<file path="src/rtl/vld_pkg.sv">
package vld_pkg;

    typedef enum logic [0:0] {
        S_IDLE = 1'b0,
        S_RESP = 1'b1
    } vld_state_e;

    typedef struct packed {
        logic       illegal;
        logic [4:0] dst;
        logic [2:0] pred;
        logic [4:0] base_idx;
        logic [4:0] off_idx;
        logic [3:0] imm;
        logic       imm_form;
        logic [3:0] dtype;
        logic [1:0] nreg;
    } vld_fields_t;

    typedef struct packed {
        logic [1:0] msz;
        logic [1:0] esz;
        logic       sgn;
    } vld_props_t;

    localparam logic [6:0] VLD_MAJOR = 7'b1010010;

endpackage

</file>
<file path="src/rtl/vld_field_decode.sv">
module vld_field_decode
    import vld_pkg::*;
(
    input  logic [31:0] insn,
    output vld_fields_t fields
);
    logic [2:0]  form;
    logic        bad;
    vld_fields_t raw;

    assign form = insn[15:13];

    always_comb begin
        raw          = '0;
        bad          = (insn[31:25] != VLD_MAJOR);
        raw.dst      = insn[4:0];
        raw.base_idx = insn[9:5];
        raw.pred     = insn[12:10];
        case (form)
            3'b010: begin
                raw.dtype   = insn[24:21];
                raw.off_idx = insn[20:16];
                if (insn[20:16] == 5'd31) bad = 1'b1;
            end
            3'b101: begin
                raw.dtype    = insn[24:21];
                raw.imm      = insn[19:16];
                raw.imm_form = 1'b1;
                if (insn[20]) bad = 1'b1;
            end
            3'b110: begin
                raw.dtype   = {insn[24:23], insn[24:23]};
                raw.nreg    = insn[22:21];
                raw.off_idx = insn[20:16];
                if (insn[20:16] == 5'd31) bad = 1'b1;
            end
            3'b111: begin
                raw.dtype    = {insn[24:23], insn[24:23]};
                raw.nreg     = insn[22:21];
                raw.imm      = insn[19:16];
                raw.imm_form = 1'b1;
                if (insn[20]) bad = 1'b1;
            end
            default: bad = 1'b1;
        endcase
        if (bad) begin
            fields         = '0;
            fields.illegal = 1'b1;
        end else begin
            fields = raw;
        end
    end
endmodule

</file>
<file path="src/rtl/vld_dtype_props.sv">
module vld_dtype_props
    import vld_pkg::*;
(
    input  logic [3:0] dtype,
    output vld_props_t props
);
    always_comb begin
        props = '0;
        case (dtype)
            4'd0:  begin props.msz = 2'd0; props.esz = 2'd0; props.sgn = 1'b0; end
            4'd1:  begin props.msz = 2'd0; props.esz = 2'd1; props.sgn = 1'b0; end
            4'd2:  begin props.msz = 2'd0; props.esz = 2'd2; props.sgn = 1'b0; end
            4'd3:  begin props.msz = 2'd0; props.esz = 2'd3; props.sgn = 1'b0; end
            4'd4:  begin props.msz = 2'd2; props.esz = 2'd3; props.sgn = 1'b1; end
            4'd5:  begin props.msz = 2'd1; props.esz = 2'd1; props.sgn = 1'b0; end
            4'd6:  begin props.msz = 2'd1; props.esz = 2'd2; props.sgn = 1'b0; end
            4'd7:  begin props.msz = 2'd1; props.esz = 2'd3; props.sgn = 1'b0; end
            4'd8:  begin props.msz = 2'd1; props.esz = 2'd3; props.sgn = 1'b1; end
            4'd9:  begin props.msz = 2'd1; props.esz = 2'd2; props.sgn = 1'b1; end
            4'd10: begin props.msz = 2'd2; props.esz = 2'd2; props.sgn = 1'b0; end
            4'd11: begin props.msz = 2'd2; props.esz = 2'd3; props.sgn = 1'b0; end
            4'd12: begin props.msz = 2'd0; props.esz = 2'd3; props.sgn = 1'b1; end
            4'd13: begin props.msz = 2'd0; props.esz = 2'd2; props.sgn = 1'b1; end
            4'd14: begin props.msz = 2'd0; props.esz = 2'd1; props.sgn = 1'b1; end
            default: begin props.msz = 2'd3; props.esz = 2'd3; props.sgn = 1'b0; end
        endcase
    end
endmodule

</file>
<file path="src/rtl/vld_addr_gen.sv">
module vld_addr_gen #(
    parameter int VL_BYTES = 32,
    parameter int AW       = 64
) (
    input  logic [AW-1:0] base,
    input  logic [AW-1:0] offset,
    input  logic          imm_form,
    input  logic [3:0]    imm,
    input  logic [1:0]    nreg,
    input  logic [1:0]    msz,
    input  logic [1:0]    esz,
    output logic [AW-1:0] addr
);
    localparam int VL_LOG2 = $clog2(VL_BYTES);

    logic [2:0]    regs;
    logic [5:0]    ss_factor;
    logic [AW-1:0] ss_prod;
    logic [AW-1:0] imm_ext;
    logic [AW-1:0] imm_cnt;
    logic [3:0]    si_shift;
    logic [AW-1:0] si_offs;

    always_comb begin
        regs      = {1'b0, nreg} + 3'd1;
        ss_factor = {3'b000, regs} << msz;
        ss_prod   = offset * {{(AW-6){1'b0}}, ss_factor};
        imm_ext   = {{(AW-4){imm[3]}}, imm};
        imm_cnt   = imm_ext * {{(AW-3){1'b0}}, regs};
        si_shift  = 4'(VL_LOG2) - {2'b00, esz} + {2'b00, msz};
        si_offs   = imm_cnt << si_shift;
        addr      = base + (imm_form ? si_offs : ss_prod);
    end
endmodule

</file>
<file path="src/rtl/vld_dec.sv">
module vld_dec
    import vld_pkg::*;
#(
    parameter int VL_BYTES = 32
) (
    input  logic        clk,
    input  logic        rst_n,
    input  logic        req_valid,
    input  logic [31:0] req_insn,
    input  logic [63:0] req_base,
    input  logic [63:0] req_offset,
    output logic        rsp_valid,
    output logic        rsp_illegal,
    output logic [4:0]  rsp_dst,
    output logic [2:0]  rsp_pred,
    output logic [4:0]  rsp_base_idx,
    output logic [4:0]  rsp_off_idx,
    output logic [3:0]  rsp_imm,
    output logic        rsp_imm_form,
    output logic [3:0]  rsp_dtype,
    output logic [1:0]  rsp_nreg,
    output logic [1:0]  rsp_msz,
    output logic [1:0]  rsp_esz,
    output logic        rsp_signed,
    output logic [63:0] rsp_addr
);
    localparam int AW = 64;

    vld_state_e  state_q, state_d;
    vld_fields_t dec_f, f_q;
    vld_props_t  dec_p, p_q;
    logic [AW-1:0] dec_addr, addr_q;

    vld_field_decode u_fields (
        .insn   (req_insn),
        .fields (dec_f)
    );

    vld_dtype_props u_props (
        .dtype (dec_f.dtype),
        .props (dec_p)
    );

    vld_addr_gen #(.VL_BYTES(VL_BYTES), .AW(AW)) u_addr (
        .base     (req_base),
        .offset   (req_offset),
        .imm_form (dec_f.imm_form),
        .imm      (dec_f.imm),
        .nreg     (dec_f.nreg),
        .msz      (dec_p.msz),
        .esz      (dec_p.esz),
        .addr     (dec_addr)
    );

    always_comb begin
        state_d = state_q;
        unique case (state_q)
            S_IDLE: state_d = req_valid ? S_RESP : S_IDLE;
            S_RESP: state_d = req_valid ? S_RESP : S_IDLE;
            default: state_d = S_IDLE;
        endcase
    end

    always_ff @(posedge clk) begin
        if (!rst_n) state_q <= S_IDLE;
        else        state_q <= state_d;
    end

    always_ff @(posedge clk) begin
        if (!rst_n) begin
            f_q    <= '0;
            p_q    <= '0;
            addr_q <= '0;
        end else if (req_valid) begin
            f_q    <= dec_f;
            p_q    <= dec_f.illegal ? '0 : dec_p;
            addr_q <= dec_f.illegal ? '0 : dec_addr;
        end
    end

    assign rsp_valid    = (state_q == S_RESP);
    assign rsp_illegal  = f_q.illegal;
    assign rsp_dst      = f_q.dst;
    assign rsp_pred     = f_q.pred;
    assign rsp_base_idx = f_q.base_idx;
    assign rsp_off_idx  = f_q.off_idx;
    assign rsp_imm      = f_q.imm;
    assign rsp_imm_form = f_q.imm_form;
    assign rsp_dtype    = f_q.dtype;
    assign rsp_nreg     = f_q.nreg;
    assign rsp_msz      = p_q.msz;
    assign rsp_esz      = p_q.esz;
    assign rsp_signed   = p_q.sgn;
    assign rsp_addr     = addr_q;

    p_rsp_follows_req_r2: assert property (@(posedge clk) disable iff (!rst_n)
        req_valid |=> rsp_valid);

    p_idle_no_rsp_r2: assert property (@(posedge clk) disable iff (!rst_n)
        !req_valid |=> !rsp_valid);

    p_illegal_zero_r10: assert property (@(posedge clk) disable iff (!rst_n)
        (rsp_valid && rsp_illegal) |-> (rsp_addr == '0 && rsp_dtype == '0 &&
            rsp_dst == '0 && rsp_pred == '0 && rsp_signed == 1'b0 && rsp_nreg == '0));

    p_rm31_illegal_r11: assert property (@(posedge clk) disable iff (!rst_n)
        (req_valid && req_insn[31:25] == VLD_MAJOR && req_insn[14:13] == 2'b10 &&
         req_insn[20:16] == 5'd31) |=> rsp_illegal);

    p_esz_covers_msz_r7: assert property (@(posedge clk) disable iff (!rst_n)
        (rsp_valid && !rsp_illegal) |-> (rsp_esz >= rsp_msz));

    p_multi_unsigned_r6: assert property (@(posedge clk) disable iff (!rst_n)
        (rsp_valid && !rsp_illegal && rsp_nreg != 2'd0) |-> (!rsp_signed && rsp_esz == rsp_msz));

endmodule

</file>
<file path="config.mk">
export PLATFORM = sky130hd
export DESIGN_NAME = vld_dec
export DESIGN_NICKNAME = d
export VERILOG_FILES = /design/src/rtl/vld_pkg.sv /design/src/rtl/vld_field_decode.sv /design/src/rtl/vld_dtype_props.sv /design/src/rtl/vld_addr_gen.sv /design/src/rtl/vld_dec.sv
export SDC_FILE = /design/constraint.sdc
export NUM_CORES = 1
export LEC_CHECK = 0
export CORE_ASPECT_RATIO = 1.75
export CORE_MARGIN = 4
export CORE_UTILIZATION = 59
export CTS_BUF_LIST = sky130_fd_sc_hd__clkbuf_8
export CTS_CLUSTER_SIZE = 25
export DETAILED_ROUTE_END_ITERATION = 6
export GPL_TIMING_DRIVEN = 0
export HOLD_SLACK_MARGIN = 0.03
export MAX_ROUTING_LAYER = met4
export PLACE_DENSITY = 0.87
export SLEW_MARGIN = 20
export SYNTH_ARGS = -nofsm -noshare
export SYNTH_HDL_FRONTEND = slang
export SYNTH_SLANG_ARGS = --single-unit
</file>
<file path="constraint.sdc">
create_clock -name clk -period 16 [get_ports clk]
set_input_delay 3.2 -clock clk [delete_from_list [all_inputs] [get_ports clk]]
set_output_delay 3.2 -clock clk [all_outputs]
set_load 0.1 [all_outputs]
</file>
Word level (Yosys, flattened, before mapping)
Memories as Yosys holds them, arrays and structs flattened.
Index checks and enable logic that the tools add are counted.
Widths: inputs -> output; s select.

word-level totals
  flip-flop bits (word level) = 100
  ROM bits = 80
  input port bits = 163
  output and inout port bits = 100
  logic and storage cells = 45
  memories kept = 1

cells by class
  $add $sub $neg = 4
  $mul = 2
  eq/ne operators = 6
  shift-type cells = 2
  muxes and demuxes = 12
  reduce and logical (&&, ||, !) cells = 4

memories
  name              words  bits a word  read ports  clocked after Yosys merged registers in  wr ports  line                  source
  (name not given)  16     5            1           0                                        0         vld_dtype_props.sv:9  case (dtype)

operators with widths
  kind                 count
  $mux 64              2
  $add 64x64->64       1
  $mul 64x6->64        1
  $shl 64x4->64        1
  $mux 30              1
  $mux 5               3
  $eq 3x3->1 const B   3
  $mul 4x4->8          1
  $pmux 4 s2           1
  $reduce_or 2->1      4
  $ne 7x7->1 const B   1
  $shl 3x2->6          1
  $eq 5x5->1 const B   1
  $add 4x2->4          1
  $sub 3x2->4 const A  1
  $add 2x1->3 const B  1
  $eq 3x2->1 const B   1
  $mux 1               3
  $mux 2               1
  $pmux 1 s2           1

Longest topological paths before layout
An unclocked memory read counts as a cell.

  word-level depth = 11
  depth in mapped cells = 49
  gate-level depth less buffers = 45

Hierarchy
A second synthesis with hierarchy kept.

unflattened totals
  cell total of the unflattened synthesis = 2,727
  area, all modules = 21,535.7 um^2

by module, submodules not included
  module            times used  cells each  area an instance (um^2)  sequential area each (um^2)
  vld_addr_gen      1           2,239       16,928.7                 0.0
  vld_dec           1           406         3,860.0                  2,001.9
  vld_field_decode  1           56          548.0                    0.0
  vld_dtype_props   1           26          198.9                    0.0

Worst setup path before layout
Ideal clock, no wire load.

  kind = in2reg
  start = input port req_insn[30]
  end = register addr_q[63], in the netlist rsp_addr[63]
  library setup time = 0.069 ns
  data arrival time = 12.516 ns
  data required time = 15.931 ns
  slack = 3.415 ns
  cell stages on the path = 42
  path buffers = 2
  cell sequence = or3_4 -> a2111oi_4 -> nand2_1 -> inv_1 -> ha_1 -> nor2_1 -> or3_4 -> nor2_1 -> mux2i_1 -> clkbuf_1 -> and2_1 -> fa_1 -> fa_1 -> inv_1 -> fa_1 -> inv_1 -> ha_1 -> a21oi_1 -> [... 6 more ...] -> o21bai_1 -> a21o_1 -> a21oi_1 -> or4b_2 -> nand3_1 -> ha_1 -> clkbuf_1 -> a21oi_1 -> o21bai_1 -> a21o_1 -> a211oi_1 -> o211ai_1 -> a31o_2 -> a31oi_1 -> o211ai_1 -> a31oi_1 -> xor3_1 -> o21ai_1

RTL lines
  item                    line           source
  start: declaration      vld_dec.sv:9   input logic [31:0] req_insn,
  end signal: assignment  vld_dec.sv:77  addr_q <= dec_f.illegal ? '0 : dec_addr;
  end: declaration        vld_dec.sv:32  logic [AW-1:0] dec_addr, addr_q;

==> results_dict.tcl <==
set metrics [dict create \
    place.gp.congestion 1.05 \
    combPwrFrac 0.424 \
    port_buffers 261 \
    power.switching_uw 289 \
    max_slew.worst_pin.slew_ps 1030 \
    seq_area_frac_synth 0.101 \
    routedWlPerCell_microns 19.6 \
    max_stage_delay_ps 660 \
    vias_per_cell 5.90 \
    design.core.area_sq_um 33100 \
    drc 0 \
    finalHoldViolCount 0 \
    leakagePower_nw 10.7 \
    insertion_delay_ps 400 \
    switching_share 0.375 \
    synth_flop_cell "dfxtp_1" \
    numCtsBuffers 9 \
    cp-end-kind "register" \
    final_area_sq_um 23300 \
    critPathSlowestCell "clkbuf_1" \
    outcome "complete, no violations" \
    clockBufferDepth 2 \
    post-dp-hpwl_mm 54.0 \
    p_int_uw 481 \
    grt_pass1_vias 19600 \
    ys_warn_count 0 \
    netlist_top_cells_area "fa_1, dfxtp_1, ha_1" \
    maxSlewViolCount 0 \
    numClockSinks 100 \
    seq_power_share 0.324 \
    dpl_cell_area_sq_um 23000 \
    nFillCells 2665 \
    synth_top_area_share 0.244 \
    period_share 0.976 \
    multi_input_area_sq_um 16300 \
    grt_usage 0.345 \
    synth-edff-count 0 \
    grt_max_degree 20 \
    finalSetupViolCount 0 \
    reg2reg_depth 2 \
    period_needed_ps 15620 \
    ant_nets 0 \
    synth_cell_types 88 \
    initial_utilization 0.599 \
    drt-total-wl_mm 63.3 \
    rows 88 \
    dieArea_sq_um 36800 \
    fin_nets 3341 \
    drt_iter0_drc 1505 \
    seq_area_sq_um 2000 \
    ioPinCount 263 \
    dp.cells 3216 \
    startpoint_type "input port" \
    ir_drop_v 0.0000496 \
    areaGrowthSynthToFinish_pct 17.3 \
    die_x_microns 147 \
    synth_top_cell_by_area "fa_1" \
    rsz0062_at_grt "false" \
    relSlewSlack 0.312 \
    p_total_uw 769 \
    synth-async-reset-ratio 0 \
    ys_seq_elements 100 \
    drive_gt1_frac 0.0191 \
    path_class "input port to register" \
    cts_setup_buffers 0 \
    synth_area_sq_um 19900 \
    power_density_nw_per_um2 33.0 \
    setup_tns_ps 0 \
    clk_pin_slew_ps 100 \
    critPathRequiredTime_ps 16330 \
    antenna_found_initial 3 \
    tritoncts "built" \
    fmax_ghz 0.0640 \
    syn-num-nets 3069 \
    hp-class "register to register" \
    p_clk_frac 0.251 \
    cp_max_fo 10 \
    finalNonFillerCells 3235 \
    syn_inst 2505 \
    dieHeight_microns 251 \
    drt_pass1_iterations 6 \
    skew_ps 0 \
    num_vias 19100 \
    grt_pass1_wl_mm 99.0 \
    cts_root_buffer "clkbuf_8" \
    h-tree-depth 3 \
    whs_path_depth 2 \
    avgSynthCellArea_sq_um 7.93 \
    maxCapViolations 0 \
    gr-total-overflow 0 \
    cp.arrival_ps 15950 \
]
[worst paths after layout]
kind / start / to / slack (ps)
worst max-delay path: req_insn[13] / rsp_addr[63] / 380
worst min-delay path: rsp_nreg[1] / rsp_nreg[1] / 460
worst max register to register: rsp_addr[36] / rsp_addr[36] / 15290
worst min register to register: rsp_nreg[1] / rsp_nreg[1] / 460
[metrics by stage]
stage	utilization	hold slack [ps]	setup WS [ps]
6_report	0.703	463	384
2_1_floorplan	-	873	3410
4_1_cts	0.703	467	540
3_5_place_dp	0.695	443	145
5_1_grt	0.703	492	63.2
3_3_place_gp	0.695	437	293
[power by group through the flow]
stage / Clock, mW / Sequential [mW] / Combinational [mW]
floorplan: 0 / 0.259 / 0.199
global placement: 0 / 0.255 / 0.312
detailed placement: 0 / 0.255 / 0.319
CTS: 0.194 / 0.249 / 0.321
global route: 0.205 / 0.250 / 0.355
finish: 0.193 / 0.249 / 0.327
[final cells by class]
class                           instances  share of cell area
Tap cell                              450              0.0242
Clock buffer                            9             0.00531
Buffer                                104              0.0170
Antenna cell                            3            0.000322
Sequential cell                       100              0.0859
Inverter                              328              0.0528
Clock inverter                          7             0.00499
Timing Repair Buffer                  261               0.112
Multi-Input combinational cell       1973               0.697
[layer usage]
metal  global-route usage  up-vias  share of wire
met1                0.351     9112           0.35
met2                0.620      856           0.52
li1                     -     8843              -
met4                0.229        0          0.077
met3               0.0390      261          0.061
met5                    -        -              0
[flip-flops by register name (all words and copies together), names as in the netlist]
register / flops
rsp_illegal: 1
rsp_imm_form: 1
rsp_dtype: 4
rsp_imm: 4
rsp_pred: 3
rsp_signed: 1
rsp_msz: 2
rsp_dst: 5
rsp_addr: 64
rsp_esz: 2
rsp_nreg: 2
rsp_base_idx: 5
rsp_off_idx: 5
rsp_valid: 1
[cells in the final DEF (no fill, tap or decap), types with 9 or more instances in the layout]
cell and n:
inv_1 327, nand2_1 281, clkdlybuf4s50_1 261, and2_1 259, fa_1 242, o21ai_0 190
a21oi_1 164, ha_1 159, dfxtp_1 100, clkbuf_1 99, a21o_1 93, nor2_1 89
xnor2_1 76, xor2_1 48, nand3_1 38, a22o_1 30, nand4_1 27, o21bai_1 27
and3_1 19, nor2b_1 19, nand2b_1 18, a31oi_1 18, a211oi_1 16, mux2i_1 14
nor3_1 11, o21a_1 11, clkbuf_8 9
[worst max-delay path, delay by kind of cell]
family	cells	cell delay, ps
adders and majority gates	6	2280
and+or+nand+nor	10	3400
muxes	1	230
AOI/OAI and AO/OA	20	4810
buffers and inverters	5	1600
xor gates and xnor gates	1	360
[logic make-up after synthesis]
| kind of cell | share of synthesized area |
|---|---|
| buffers and inverters | 0.0819 |
| multiplexers | 0.0104 |
| AND/OR/NAND/NOR | 0.206 |
| adder cells (fa/ha/maj) | 0.344 |
| AO/OA/AOI/OAI | 0.200 |
| XOR/XNOR | 0.0570 |
| flip-flops | 0.101 |
[synth_stat cells, types with 38 or more instances]
cell	n
inv_1	327
nand2_1	281
and2_1	259
fa_1	242
o21ai_0	190
a21oi_1	164
ha_1	159
clkbuf_1	100
dfxtp_1	100
a21o_1	93
nor2_1	89
xnor2_1	76
xor2_1	48
nand3_1	38
[what timing repair did]
item | in CTS | in global routing
endpoints found under the setup margin | 0 | 2
gates resized for setup | 0 | 3
hold buffers | 0 | 0
Note: power is estimated with default switching activity, not from simulation.
